File: src/rtl/sarc_pkg.sv
package sarc_pkg;

    localparam int RES_W = 10;

    typedef enum logic [1:0] {
        LVL_MID  = 2'd0,
        LVL_ZERO = 2'd1,
        LVL_FULL = 2'd2
    } test_lvl_e;

    typedef enum logic [2:0] {
        OP_CHAN,
        OP_PDN,
        OP_FAST,
        OP_SLOW,
        OP_TEST,
        OP_NONE
    } op_e;

    typedef struct packed {
        op_e       op;
        logic [2:0] chan;
        test_lvl_e lvl;
    } cmd_s;

    function automatic cmd_s decode_cmd(input logic [3:0] c);
        cmd_s d;
        d.op   = OP_NONE;
        d.chan = c[2:0];
        d.lvl  = LVL_MID;
        if (!c[3]) begin
            d.op = OP_CHAN;
        end else begin
            case (c[2:0])
                3'd0: d.op = OP_PDN;
                3'd1: d.op = OP_FAST;
                3'd2: d.op = OP_SLOW;
                3'd3: begin d.op = OP_TEST; d.lvl = LVL_MID;  end
                3'd4: begin d.op = OP_TEST; d.lvl = LVL_ZERO; end
                3'd5: begin d.op = OP_TEST; d.lvl = LVL_FULL; end
                default: d.op = OP_NONE;
            endcase
        end
        return d;
    endfunction

    function automatic logic [RES_W-1:0] level_code(input test_lvl_e l);
        case (l)
            LVL_MID:  return RES_W'(1) << (RES_W - 1);
            LVL_FULL: return {RES_W{1'b1}};
            default:  return '0;
        endcase
    endfunction

endpackage

File: src/rtl/sarc_step_timer.sv
module sarc_step_timer #(
    parameter int STEP_FAST = 4,
    parameter int STEP_SLOW = 8
) (
    input  logic clk,
    input  logic rst,
    input  logic run,
    input  logic fast,
    output logic sample,
    output logic step_end
);
    localparam int MAXS = (STEP_SLOW > STEP_FAST) ? STEP_SLOW : STEP_FAST;
    localparam int CW   = $clog2(MAXS + 1);

    logic [CW-1:0] cnt;
    logic [CW-1:0] last;

    assign last = fast ? CW'(STEP_FAST - 1) : CW'(STEP_SLOW - 1);

    always_ff @(posedge clk) begin
        if (rst || !run)      cnt <= '0;
        else if (cnt == last) cnt <= '0;
        else                  cnt <= cnt + 1'b1;
    end

    assign sample   = run && (cnt == '0);
    assign step_end = run && (cnt == last);
endmodule

File: src/rtl/sarc_sar_core.sv
module sarc_sar_core #(
    parameter int W = 10
) (
    input  logic         clk,
    input  logic         rst,
    input  logic         start,
    input  logic         sample,
    input  logic         step_end,
    input  logic         ge,
    output logic [W-1:0] trial,
    output logic         busy,
    output logic         done,
    output logic [W-1:0] code
);
    localparam int IW = (W > 1) ? $clog2(W) : 1;

    logic [IW-1:0] idx;

    always_ff @(posedge clk) begin
        if (rst) begin
            trial <= '0;
            idx   <= '0;
            busy  <= 1'b0;
            done  <= 1'b0;
            code  <= '0;
        end else begin
            done <= 1'b0;
            if (start && !busy) begin
                trial <= W'(1) << (W - 1);
                idx   <= IW'(W - 1);
                busy  <= 1'b1;
            end else if (busy) begin
                if (sample && !ge) trial[idx] <= 1'b0;
                if (step_end) begin
                    if (idx == '0) begin
                        busy <= 1'b0;
                        done <= 1'b1;
                        code <= trial;
                    end else begin
                        trial[idx - 1'b1] <= 1'b1;
                        idx <= idx - 1'b1;
                    end
                end
            end
        end
    end
endmodule

File: src/rtl/sar_cmd_ctrl.sv
module sar_cmd_ctrl #(
    parameter int STEP_FAST = 4,
    parameter int STEP_SLOW = 8
) (
    input  logic                      clk,
    input  logic                      rst,
    input  logic                      access_start,
    input  logic                      cmd_valid,
    input  logic [3:0]                cmd_code,
    input  logic                      cmp_ge,
    output logic [2:0]                chan_sel,
    output logic                      test_src,
    output logic [1:0]                test_sel,
    output logic [sarc_pkg::RES_W-1:0] trial_code,
    output logic                      eoc,
    output logic [sarc_pkg::RES_W-1:0] result,
    output logic                      result_strobe,
    output logic                      result_stale,
    output logic                      fast_rate,
    output logic                      powered_down
);
    import sarc_pkg::*;

    initial begin
        if (STEP_FAST < 2 || STEP_SLOW < 2)
            $error("step lengths must be at least two cycles");
    end

    cmd_s       dcmd;
    logic       busy, accept, start, sample, step_end, ge_mux, done;
    test_lvl_e  lvl_q;
    logic       wake_q;

    assign dcmd   = decode_cmd(cmd_code);
    assign accept = cmd_valid && !busy && !powered_down;
    assign start  = accept && (dcmd.op == OP_CHAN || dcmd.op == OP_TEST);

    always_ff @(posedge clk) begin
        if (rst) begin
            chan_sel     <= '0;
            test_src     <= 1'b0;
            lvl_q        <= LVL_MID;
            fast_rate    <= 1'b0;
            powered_down <= 1'b0;
            wake_q       <= 1'b0;
            result_stale <= 1'b0;
        end else begin
            if (accept) begin
                case (dcmd.op)
                    OP_CHAN: begin chan_sel <= dcmd.chan; test_src <= 1'b0; end
                    OP_TEST: begin test_src <= 1'b1; lvl_q <= dcmd.lvl; end
                    OP_FAST: fast_rate <= 1'b1;
                    OP_SLOW: fast_rate <= 1'b0;
                    OP_PDN:  powered_down <= 1'b1;
                    default: ;
                endcase
            end
            if (done) begin
                result_stale <= wake_q;
                wake_q       <= 1'b0;
            end
            if (access_start && powered_down) begin
                powered_down <= 1'b0;
                wake_q       <= 1'b1;
            end
        end
    end

    // test levels resolve against a fixed internal threshold
    assign ge_mux = test_src ? (level_code(lvl_q) >= trial_code) : cmp_ge;

    sarc_step_timer #(.STEP_FAST(STEP_FAST), .STEP_SLOW(STEP_SLOW)) u_timer (
        .clk      (clk),
        .rst      (rst),
        .run      (busy),
        .fast     (fast_rate),
        .sample   (sample),
        .step_end (step_end)
    );

    sarc_sar_core #(.W(RES_W)) u_core (
        .clk      (clk),
        .rst      (rst),
        .start    (start),
        .sample   (sample),
        .step_end (step_end),
        .ge       (ge_mux),
        .trial    (trial_code),
        .busy     (busy),
        .done     (done),
        .code     (result)
    );

    assign eoc           = !busy;
    assign result_strobe = done;
    assign test_sel      = lvl_q;
endmodule

File: config.mk
export PLATFORM = sky130hd
export DESIGN_NAME = sar_cmd_ctrl
export DESIGN_NICKNAME = d
export VERILOG_FILES = /design/src/rtl/sarc_pkg.sv /design/src/rtl/sarc_step_timer.sv /design/src/rtl/sarc_sar_core.sv /design/src/rtl/sar_cmd_ctrl.sv
export SDC_FILE = /design/constraint.sdc
export NUM_CORES = 1
export LEC_CHECK = 0
export ABC_AREA = 1
export BUFFER_PORTS_ARGS = -buffer_cell sky130_fd_sc_hd__buf_4
export CORE_UTILIZATION = 45
export CTS_CLUSTER_SIZE = 8
export DETAILED_ROUTE_END_ITERATION = 7
export GPL_TIMING_DRIVEN = 0
export PLACE_DENSITY = 0.67
export SYNTH_ARGS = -nofsm -noshare
export SYNTH_HDL_FRONTEND = slang
export SYNTH_SLANG_ARGS = --single-unit
File: constraint.sdc
create_clock -name clk -period 2.1 [get_ports clk]
set_input_delay 0.63 -clock clk [delete_from_list [all_inputs] [get_ports clk]]
set_output_delay 0.63 -clock clk [all_outputs]
set_load 0.05 [all_outputs]
; ---- Yosys cells after proc, flatten, opt, wreduce, memory -nomap -nowiden
; Index checks and enable logic that the tools add are counted.
[word_totals]
reg_bits = 40
latchBits = 0
ram_bits = 0
romBits = 0
inputBits = 9
output_inout_bits = 31
wordCells = 111
n_memories = 0
[classes]
n_addsub = 2
multipliers = 0
div = 0
order_cmp = 5
n_eq_ne = 12
n_shift = 0
mux = 32
bitwise_logic = 7
n_reduce_logical = 38
[ops]
columns = operator, n
row1 = $mux 10, 8
row2 = $pmux 10 s2, 1
row3 = $mux 4, 4
row4 = $eq 3x2->1 const B, 4
row5 = $pmux 3 s4, 1
row6 = $and 10x10->10, 1
row7 = $ge 10x10->1, 1
row8 = $logic_and 1x1->1, 10
row9 = $lt 4x5->1 const B, 2
row10 = $mux 1, 10
row11 = $not 10->10, 1
row12 = $or 10x10->10, 1
row13 = $reduce_and 2->1, 5
row14 = $reduce_bool 2->1, 5
row15 = $eq 3x3->1 const B, 3
row16 = $demux 1 s4, 2
row17 = $ge 4x1->1 const B, 2
row18 = $logic_not 4->1, 2
row19 = $eq 3x1->1 const B, 2
row20 = $logic_not 3->1, 2
row21 = $mux 3, 2
row22 = $reduce_and 3->1, 2
row23 = $reduce_or 2->1, 3
row24 = $add 4x1->4 const B, 1
row25 = other kinds (14), 21

; ---- Logic depth before layout (Yosys ltp)
; Gate-level depths: netlist (run 1).
[depth]
word_depth = 15
ltp_mapped = 16
ltp_nobuf = 16

; ---- By module
; From an unflattened synthesis (run 1), not the netlist that was laid out.
[hier_totals]
cells_unflattened = 301
area_unflattened_um2 = 2280.9
[modules_own_cells]
columns = mod, n_inst, cells_per_inst, area_each_um2, seq_area_each_um2
row1 = sarc_sar_core, 1, 165, 1315.0, 520.5
row2 = sar_cmd_ctrl, 1, 104, 744.5, 200.2
row3 = sarc_step_timer, 1, 32, 221.5, 80.1

; ---- Worst setup path before layout (run 1)
; Ideal clock, no wire load.
[synth_timing]
path_kind = reg2reg
start = register lvl_q[0], in the netlist test_sel[0]
end = register u_core.trial[8]
setup_time_ps = 109
t_arrival_ps = 2040
required_time_ps = 1991
path_slack_ps = -49
path_stages_with_launch = 17
path_buffers = 1
synth_period_minus_slack_ps = 2149
path_cell_list = dfxtp_1 -> inv_2 -> nand2_1 -> inv_1 -> ha_1 -> nand2_1 -> nand2_1 -> nand4_1 -> nand2_1 -> nand2_1 -> nand3_2 -> nand2_2 -> buf_6 -> nand3_1 -> nand3_1 -> nand2_1 -> inv_1
[synth_via]
elab_chain_len = 13
word_cells_on_any_way = 14
cone_classes = order compare: 1 / eq/ne: 1 / mux: 8 / bitwise: 1 / reduce/logical: 3
[synth_rtl]
columns = item, line
row1 = start: declaration, sar_cmd_ctrl.sv:31  ; test_lvl_e lvl_q;
row2 = start signal: assignment, sar_cmd_ctrl.sv:42  ; lvl_q <= LVL_MID;
row3 = start signal: assignment, sar_cmd_ctrl.sv:51  ; OP_TEST: begin test_src <= 1'b1; lvl_q <= dcmd.lvl; end
row4 = $eq 2x2->1 / $logic_not 2->1 (equally long branches), sarc_pkg.sv:48  ; case (l)
row5 = $pmux 10 s2 (*), sarc_pkg.sv:48
row6 = $ge 10x10->1 (*), sar_cmd_ctrl.sv:70  ; assign ge_mux = test_src ? (level_code(lvl_q) >= trial_code) : cmp_ge;
row7 = $mux 1 (*), sar_cmd_ctrl.sv:70
row8 = $logic_not 1->1 (*), sarc_sar_core.sv:33  ; if (sample && !ge) trial[idx] <= 1'b0;
row9 = $logic_and 1x1->1 (*), sarc_sar_core.sv:33
row10 = $mux 10 (*), sarc_sar_core.sv:33
row11 = $mux 10 (*), sarc_sar_core.sv:32  ; end else if (busy) begin
row12 = $mux 10 (*), sarc_sar_core.sv:28  ; if (start && !busy) begin
row13 = $mux 10 (*), sarc_sar_core.sv:20  ; if (rst) begin
row14 = $or 10x10->10 (no line), -
row15 = $mux 10, sarc_sar_core.sv:35  ; if (idx == '0) begin
row16 = $mux 10 (*), sarc_sar_core.sv:34  ; if (step_end) begin
row17 = end signal: assignment, sarc_sar_core.sv:29  ; trial <= W'(1) << (W - 1);
row18 = end: declaration, sarc_sar_core.sv:10  ; output logic [W-1:0] trial,
; Every way passes the cells marked *; elsewhere a longest branch is shown, timed or not. The select of a mux whose other input is x is not followed.
; A chain may end at the register's enable or synchronous reset.

; ---- Worst setup path after layout (run 1)
[layout_timing]
start = register lvl_q[0], in the netlist test_sel[0]
end = register u_core.trial[9]
[layout_via]
elab_chain_len = 15
word_cells_on_any_way = 16
cone_classes = order compare: 1 / eq/ne: 1 / mux: 10 / bitwise: 1 / reduce/logical: 3
[layout_rtl]
columns = item, line
row1 = $eq 2x2->1 / $logic_not 2->1 (equally long branches), sarc_pkg.sv:48
row2 = $pmux 10 s2 (*), sarc_pkg.sv:48
row3 = $ge 10x10->1 (*), sar_cmd_ctrl.sv:70
row4 = $mux 1 (*), sar_cmd_ctrl.sv:70
row5 = $logic_not 1->1 (*), sarc_sar_core.sv:33
row6 = $logic_and 1x1->1 (*), sarc_sar_core.sv:33
row7 = $mux 10 (*), sarc_sar_core.sv:33
row8 = $mux 10 (*), sarc_sar_core.sv:32
row9 = $mux 10 (*), sarc_sar_core.sv:28
row10 = $mux 10 (*), sarc_sar_core.sv:20
row11 = $or 10x10->10 (no line), -
row12 = $mux 10, sarc_sar_core.sv:35
row13 = $mux 10 (*), sarc_sar_core.sv:34
row14 = $mux 10 (*), sarc_sar_core.sv:32
row15 = $mux 10 (*), sarc_sar_core.sv:28
; Marks and branches as above.

==> flow_summary.yaml, run 1 <==
clock_tree:
  cts_hold_repair.buffers: 0
  cts_root_buffer: "clkbuf_8"
  cts.clk_slew.worst_paths_ns: 0.09
  clockBufferDepth: 2
  worst_skew_pair.late_latency_ns: 0.30
  cts-resized-gates: 0
  numClockSinks: 40
  htree_num_levels: 2
  tritoncts: "yes"
  cts.repair_timing.setup_buffer_count: 0
  cts_made_buffers: 5
sta:
  post-route-min-period_ns: 1.85
  min_period_over_period_pct: 88.2
  setup_viol_count_final: 0
  maxSlewViolCount: 0
  timing.fmax_mhz: 540
  setup_tns_ns: 0
  rsz0062_at_grt: "no"
  final-hold-violation-count: 0
  max_slew_margin_pct: 79.8
  clock_skew_ns: 0.00946
  tightest_slew_ns: 0.302
placed_design:
  io_buffers: 38
  placedCellCount: 413
  dp_hpwl_mm: 3.71
  finalWeightedCongestion: 0.837
synth:
  ys_top_cells_by_area: "dfxtp_1 36%, nand2_1 9.3%, inv_1 8.2%"
  netlist_instances: 308
  syn_avg_cell_area_um2: 7.30
  netlist_top_cells_count: "56 x nand2_1, 49 x inv_1, 40 x dfxtp_1"
  synth_cell_type_count: 33
  synthFlopType: "dfxtp_1"
  yosysWarnings: 0
  synth_async_sr_flop_share_pct: 0
  seq_area_frac_synth_pct: 35.6
  synth_area_mm2: 0.00225
  synth_top_area_cell: "dfxtp_1"
  netlist.area_leader.share_pct: 35.6
  synth_most_common_cell: "nand2_1"
  synth-edff-count: 0
  ys_ff_latch: 40
  synth_nets: 331
cells_and_area:
  stdcell_count: 421
  fill_cells: 476
  drive_gt1_share_pct: 26.3
  syn_to_final_growth_pct: 21.6
  nNetsFinal: 376
  diodes: 0
grt:
  grt_pass1_vias: 1817
  antenna_found_initial: 0
  overflow: 0
  grt_util_all_layers_pct: 20.2
  grt_pass1_wl_mm: 8.17
  grt_max_degree: 15
critical_path:
  reg2reg_from: "test_sel[0]"
  reg2reg_slack_ns: 0.25
  cp-end-kind: "flop"
  cp_max_fo: 7
  rr_worst_depth: 14
  crit_arrival_ns: 2.06
  cp-start-kind: "flop"
  timing.rr.end: "u_core.trial[9]"
  crit_required_ns: 2.31
  crit_type: "reg -> reg"
detailed_routing:
  wirelength_mm: 4.75
  ant_nets: 0
  routed.top_layer: "met4"
  wl_met2_mm: 2.23
  via_per_inst: 4.79
  wl_per_cell_um: 11.3
  drcViolationCount: 0
  drt-initial-drc-count: 79
  met1Wirelength_mm: 2.30
  vias: 2016
  drt_first_pass_iters: 4
  wl_met3_um: 190
hold_path:
  holdCritPathClass: "reg -> reg"
  hp-start: "u_timer.cnt[0]"
  worstHoldPathCells: 1
  min_to: "u_timer.cnt[0]"
die:
  num_rows: 25
  start_util_pct: 47.3
  die_w_um: 72.7
  dieArea_mm2: 0.00528
  ios: 40
  core_mm2: 0.00475
  fp.dieH_um: 72.7
power:
  power_density_mw_per_mm2: 631
  p_leak_nw: 1.23
  peakVddDrop_mv: 0.332
status:
  outcome: "complete, no violations"
flow_run:
  cap_violations: 0
cells by family (layout without fill, tap and decap cells):
logic type               Yosys count  in the layout  share of synthesized area, %
XOR/XNOR                           3              3                          1.50
AND/OR/NAND/NOR                  137            137                          29.6
flip-flops                        40             40                          35.6
buffers and inverters             64            110                          12.0
adder cells (fa/ha/maj)           14             14                          7.79
AO/OA/AOI/OAI                     50             50                          13.5
routing by layer:
layer,GRT usage (%),vias to the layer above
met2,32.3,35
met3,5.80,2
met5,0,-
met4,6.97,0
met1,26.1,904
li1,-,1075
per-stage QoR:
stage                     area (µm²)  hold slack, ns  utilization [%]  power, W  worst slack [ns]
final                           2740           0.468             57.5   0.00172             0.247
after floorplan                 2250           0.430                -   0.00101             0.138
after detailed placement        2620           0.457             55.1   0.00109             0.191
after global routing            2740           0.505             57.5   0.00182            0.0209
after CTS                       2740           0.470             57.5   0.00174             0.162
after global placement          2620           0.450             55.1   0.00108             0.202
critical path: stages, from the launching register on:
cell     delay [ns]
dfxtp_2        0.33
inv_2          0.09
nand2_1        0.11
inv_2          0.14
ha_1           0.26
a21oi_1        0.14
nor2_1         0.06
nor2_1         0.11
nand3_2        0.10
nand2_2        0.08
nand2_1        0.10
nand2_1        0.08
nand3_1        0.07
nand2_1        0.06
inv_1          0.03
state kept, by name (all words and copies together) (netlist names):
register and cells:
wake_q 1, u_core.code 10, chan_sel 3, u_core.idx 4
u_core.trial 10, u_core.busy 1, test_sel 2, result_stale 1
fast_rate 1, powered_down 1, test_src 1, u_core.done 1
u_timer.cnt 4
area by class of cell:
class	count	area (µm²)	share of cell area, %
multi-input combinational	204	1180	43.0
sequential	40	803	29.4
timing repair buffer	38	285	10.4
inverter	58	223	8.14
tap	67	83.8	3.06
clock buffer	5	68.8	2.52
buffer	6	47.5	1.74
clock inverter	3	46.3	1.69
placed cells by master (no fill, tap or decap), drive strengths merged:
| master | netlist | final |
|---|---|---|
| o21ai | 22 | 22 |
| nand3 | 39 | 39 |
| nand4 | 2 | 2 |
| clkbuf | 0 | 5 |
| xor2 | 2 | 2 |
| ha | 14 | 14 |
| inv | 57 | 58 |
| clkinv | 1 | 1 |
| clkinvlp | 0 | 1 |
| o21bai | 1 | 1 |
| o22ai | 2 | 2 |
| a41oi | 1 | 1 |
| a211oi | 1 | 1 |
| a31oi | 3 | 3 |
| nor2 | 32 | 32 |
| xnor2 | 1 | 1 |
| bufinv | 0 | 1 |
| buf | 6 | 44 |
| a21oi | 20 | 20 |
| nand2 | 61 | 61 |
| or2 | 1 | 1 |
| nor3 | 2 | 2 |
| dfxtp | 40 | 40 |
worst max path at each step:
| stage | slack (ns) | startpoint | cells past startpoint | to |
|---|---|---|---|---|
| floorplan | 0.14 | test_sel[0] | 16 | u_core.trial[8] |
| global placement | 0.20 | test_sel[0] | 14 | u_core.trial[9] |
| detailed placement | 0.19 | test_sel[0] | 14 | u_core.trial[9] |
| CTS | 0.16 | test_sel[0] | 14 | u_core.trial[9] |
| global route | 0.02 | test_sel[0] | 14 | u_core.trial[5] |
| finish | 0.25 | test_sel[0] | 14 | u_core.trial[9] |
power by group:
| part | internal, W | total [W] | leakage (nW) | switching, W |
|---|---|---|---|---|
| Combinational | 0.0000935 | 0.000280 | 0.852 | 0.000186 |
| Sequential | 0.000775 | 0.000789 | 0.325 | 0.0000147 |
| Clock | 0.000358 | 0.000656 | 0.0548 | 0.000298 |
No activity file was read; power rests on OpenSTA's default activity.
==> inputs of run 2 (changes only) <==
--- a/config.mk
+++ b/config.mk
@@ -5,7 +5,6 @@
 export SDC_FILE = /design/constraint.sdc
 export NUM_CORES = 1
 export LEC_CHECK = 0
-export ABC_AREA = 1
 export BUFFER_PORTS_ARGS = -buffer_cell sky130_fd_sc_hd__buf_4
 export CORE_UTILIZATION = 45
 export CTS_CLUSTER_SIZE = 8
==> run 2 against run 1 <==
  * The run now ends with negative setup slack left
  * Clock power shrank 13%
  * Register-to-register slack lost 0.35 ns
  * Worst hold slack gained 0.0014 ns
  * Highest routed layer unchanged
==> flow_summary.yaml, run 2 <==
sta:
  post-route-min-period_ns: 2.20
  final-hold-violation-count: 0
  clock_skew_ns: 0.00808
  maxSlewViolCount: 0
  min_period_over_period_pct: 105
  max_slew_margin_pct: 67.5
  setup_slack_ns: -0.0995
  setup_viol_count_final: 9
  rsz0062_at_grt: "yes"
  tightest_slew_ns: 0.488
  timing.fmax_mhz: 455
  whs_ns: 0.469
power:
  p_leak_nw: 1.05
  power_density_mw_per_mm2: 607
  peakVddDrop_mv: 0.364
placed_design:
  dp_hpwl_mm: 3.62
  placedCellCount: 318
  io_buffers: 36
  finalWeightedCongestion: 0.803
  place_ws_ns: -0.275
grt:
  grt_util_all_layers_pct: 20.5
  overflow: 0
  grt_pass1_vias: 1669
  grt_max_degree: 13
  antenna_found_initial: 0
  grt_pass1_wl_mm: 8.00
detailed_routing:
  via_per_inst: 5.48
  ant_nets: 0
  wirelength_mm: 4.89
  drt-initial-drc-count: 111
  vias: 1821
  wl_per_cell_um: 14.7
  drt_first_pass_iters: 4
  drcViolationCount: 0
critical_path:
  crit_type: "reg -> reg"
  cp-end-kind: "flop"
  crit_arrival_ns: 2.42
  cp-start-kind: "flop"
  crit_required_ns: 2.32
  cp_max_fo: 7
synth:
  ys_top_cells_by_area: "dfxtp_1 39%, ha_1 8.5%, a22o_1 4.2%"
  synth_top_area_cell: "dfxtp_1"
  synth_async_sr_flop_share_pct: 0
  netlist_top_cells_count: "40 x dfxtp_1, 21 x nor2_1, 20 x inv_1"
  synth_area_mm2: 0.00206
  seq_area_frac_synth_pct: 38.8
  yosysWarnings: 0
  ys_ff_latch: 40
  netlist_instances: 230
  synth_nets: 253
  synth_cell_type_count: 52
  synthFlopType: "dfxtp_1"
  synth_most_common_cell: "dfxtp_1"
  netlist.area_leader.share_pct: 38.8
  synth-edff-count: 0
  syn_avg_cell_area_um2: 8.97
cells_and_area:
  drive_gt1_share_pct: 27.9
  stdcell_count: 332
  multiInputGateArea_mm2: 0.00118
  final_cell_mix: "40 x buf_4, 35 x dfxtp_1, 20 x nor2_1"
  fill_cells: 398
  top_regs: "u_core.code x10, u_core.trial x10"
  nNetsFinal: 302
  syn_to_final_growth_pct: 27.0
  seqCellArea_um2: 812
  layout_commonest_cell: "buf_4"
  utilization_pct: 59.8
  diodes: 0
die:
  die_w_um: 69.7
  dieArea_mm2: 0.00486
  start_util_pct: 47.1
  core_mm2: 0.00438
  num_rows: 24
  ios: 40
  fp.dieH_um: 69.7
clock_tree:
  cts_root_buffer: "clkbuf_8"
  worst_skew_pair.late_latency_ns: 0.29
  numClockSinks: 40
  clockBufferDepth: 2
  cts_hold_repair.buffers: 0
  htree_num_levels: 2
  tritoncts: "yes"
  cts_made_buffers: 5
  cts.clk_slew.worst_paths_ns: 0.08
status:
  outcome: "finished with violations"
  violations: "negative setup slack"
flow_run:
  cap_violations: 0
hold_path:
  holdCritPathClass: "reg -> reg"
## run 2: cell types whose count changed after synthesis, moves of 6 or more
cell / previous run / this run
a21oi_1: 20 / 13
a22o_1: 0 / 10
clkbuf_1: 0 / 6
inv_1: 49 / 20
inv_2: 6 / 0
mux2i_1: 0 / 7
nand2_1: 56 / 14
nand3_1: 35 / 6
nor2_4: 6 / 0
nor2b_1: 0 / 6
o21ai_0: 11 / 3
o21ai_2: 10 / 0
## run 2: power by group
group	total [W]	internal (W)	switching, W	leakage [nW]
Sequential	0.000784	0.000771	0.0000140	0.327
Combinational	0.000235	0.0000846	0.000151	0.675
Clock	0.000571	0.000305	0.000266	0.0534
## run 2: repair_timing
item,in CTS,in global routing
setup endpoints to repair,10,19
pin swaps,4,2
gates cloned,1,0
buffers inserted,4,1
gates resized for setup,1,6
## run 2: per-stage QoR
stage | area, µm² | total power, W | setup TNS (ns)
finish | 2620 | 0.00159 | -0.376
global route | 2620 | 0.00166 | -1.11
CTS | 2600 | 0.00159 | -0.127
detailed placement | 2460 | 0.00102 | -2.62
global placement | 2460 | 0.00102 | -1.83
floorplan | 2120 | 0.000963 | -0.548
## run 2: layout make-up
type | instances | share of cell area, %
buffer | 12 | 2.05
inverter | 20 | 3.05
multi-input combinational | 158 | 45.2
clock buffer | 7 | 3.72
clock inverter | 1 | 0.191
sequential | 40 | 31.0
tap | 52 | 2.48
timing repair buffer | 42 | 12.3
## run 2: cells by family (layout without fill, tap and decap cells)
kind of cell | Yosys count | after routing | share of synthesized area (%)
simple gates | 76 | 76 | 20.1
buf+inv | 32 | 82 | 6.18
xor+xnor | 5 | 5 | 2.12
fa+ha+maj | 15 | 15 | 8.98
mux | 7 | 7 | 3.40
flops | 40 | 40 | 38.8
compound gates | 55 | 55 | 20.4
## run 2: path summary, 6_finish.rpt
check        cells past startpoint  slack, ns           start         endpoint
min reg2reg                      1       0.47  u_timer.cnt[0]   u_timer.cnt[0]
min                              1       0.47  u_timer.cnt[0]   u_timer.cnt[0]
max reg2reg                     11       -0.1     test_sel[0]  u_core.trial[6]
max                             11       -0.1     test_sel[0]  u_core.trial[6]
## run 2: routing by layer
metal | share of wire [%] | up-vias | wire length [µm] | global-route usage (%)
li1 | - | 919 | - | -
met1 | 50 | 866 | 2430 | 28.4
met2 | 47 | 34 | 2300 | 33.0
met3 | 2.8 | 2 | 137 | 3.49
met4 | 0.51 | 0 | 25 | 5.33
met5 | 0 | - | 0 | 0
## run 2: worst max-delay path: stages (launching register included)
cell and delay (ns):
dfxtp_4 0.35, nand2b_4 0.14, inv_6 0.05, ha_4 0.26
nor2b_1 0.13, o211ai_1 0.12, a311oi_2 0.37, a211oi_4 0.11
buf_4 0.16, buf_6 0.12, a41o_1 0.21, a21oi_2 0.13
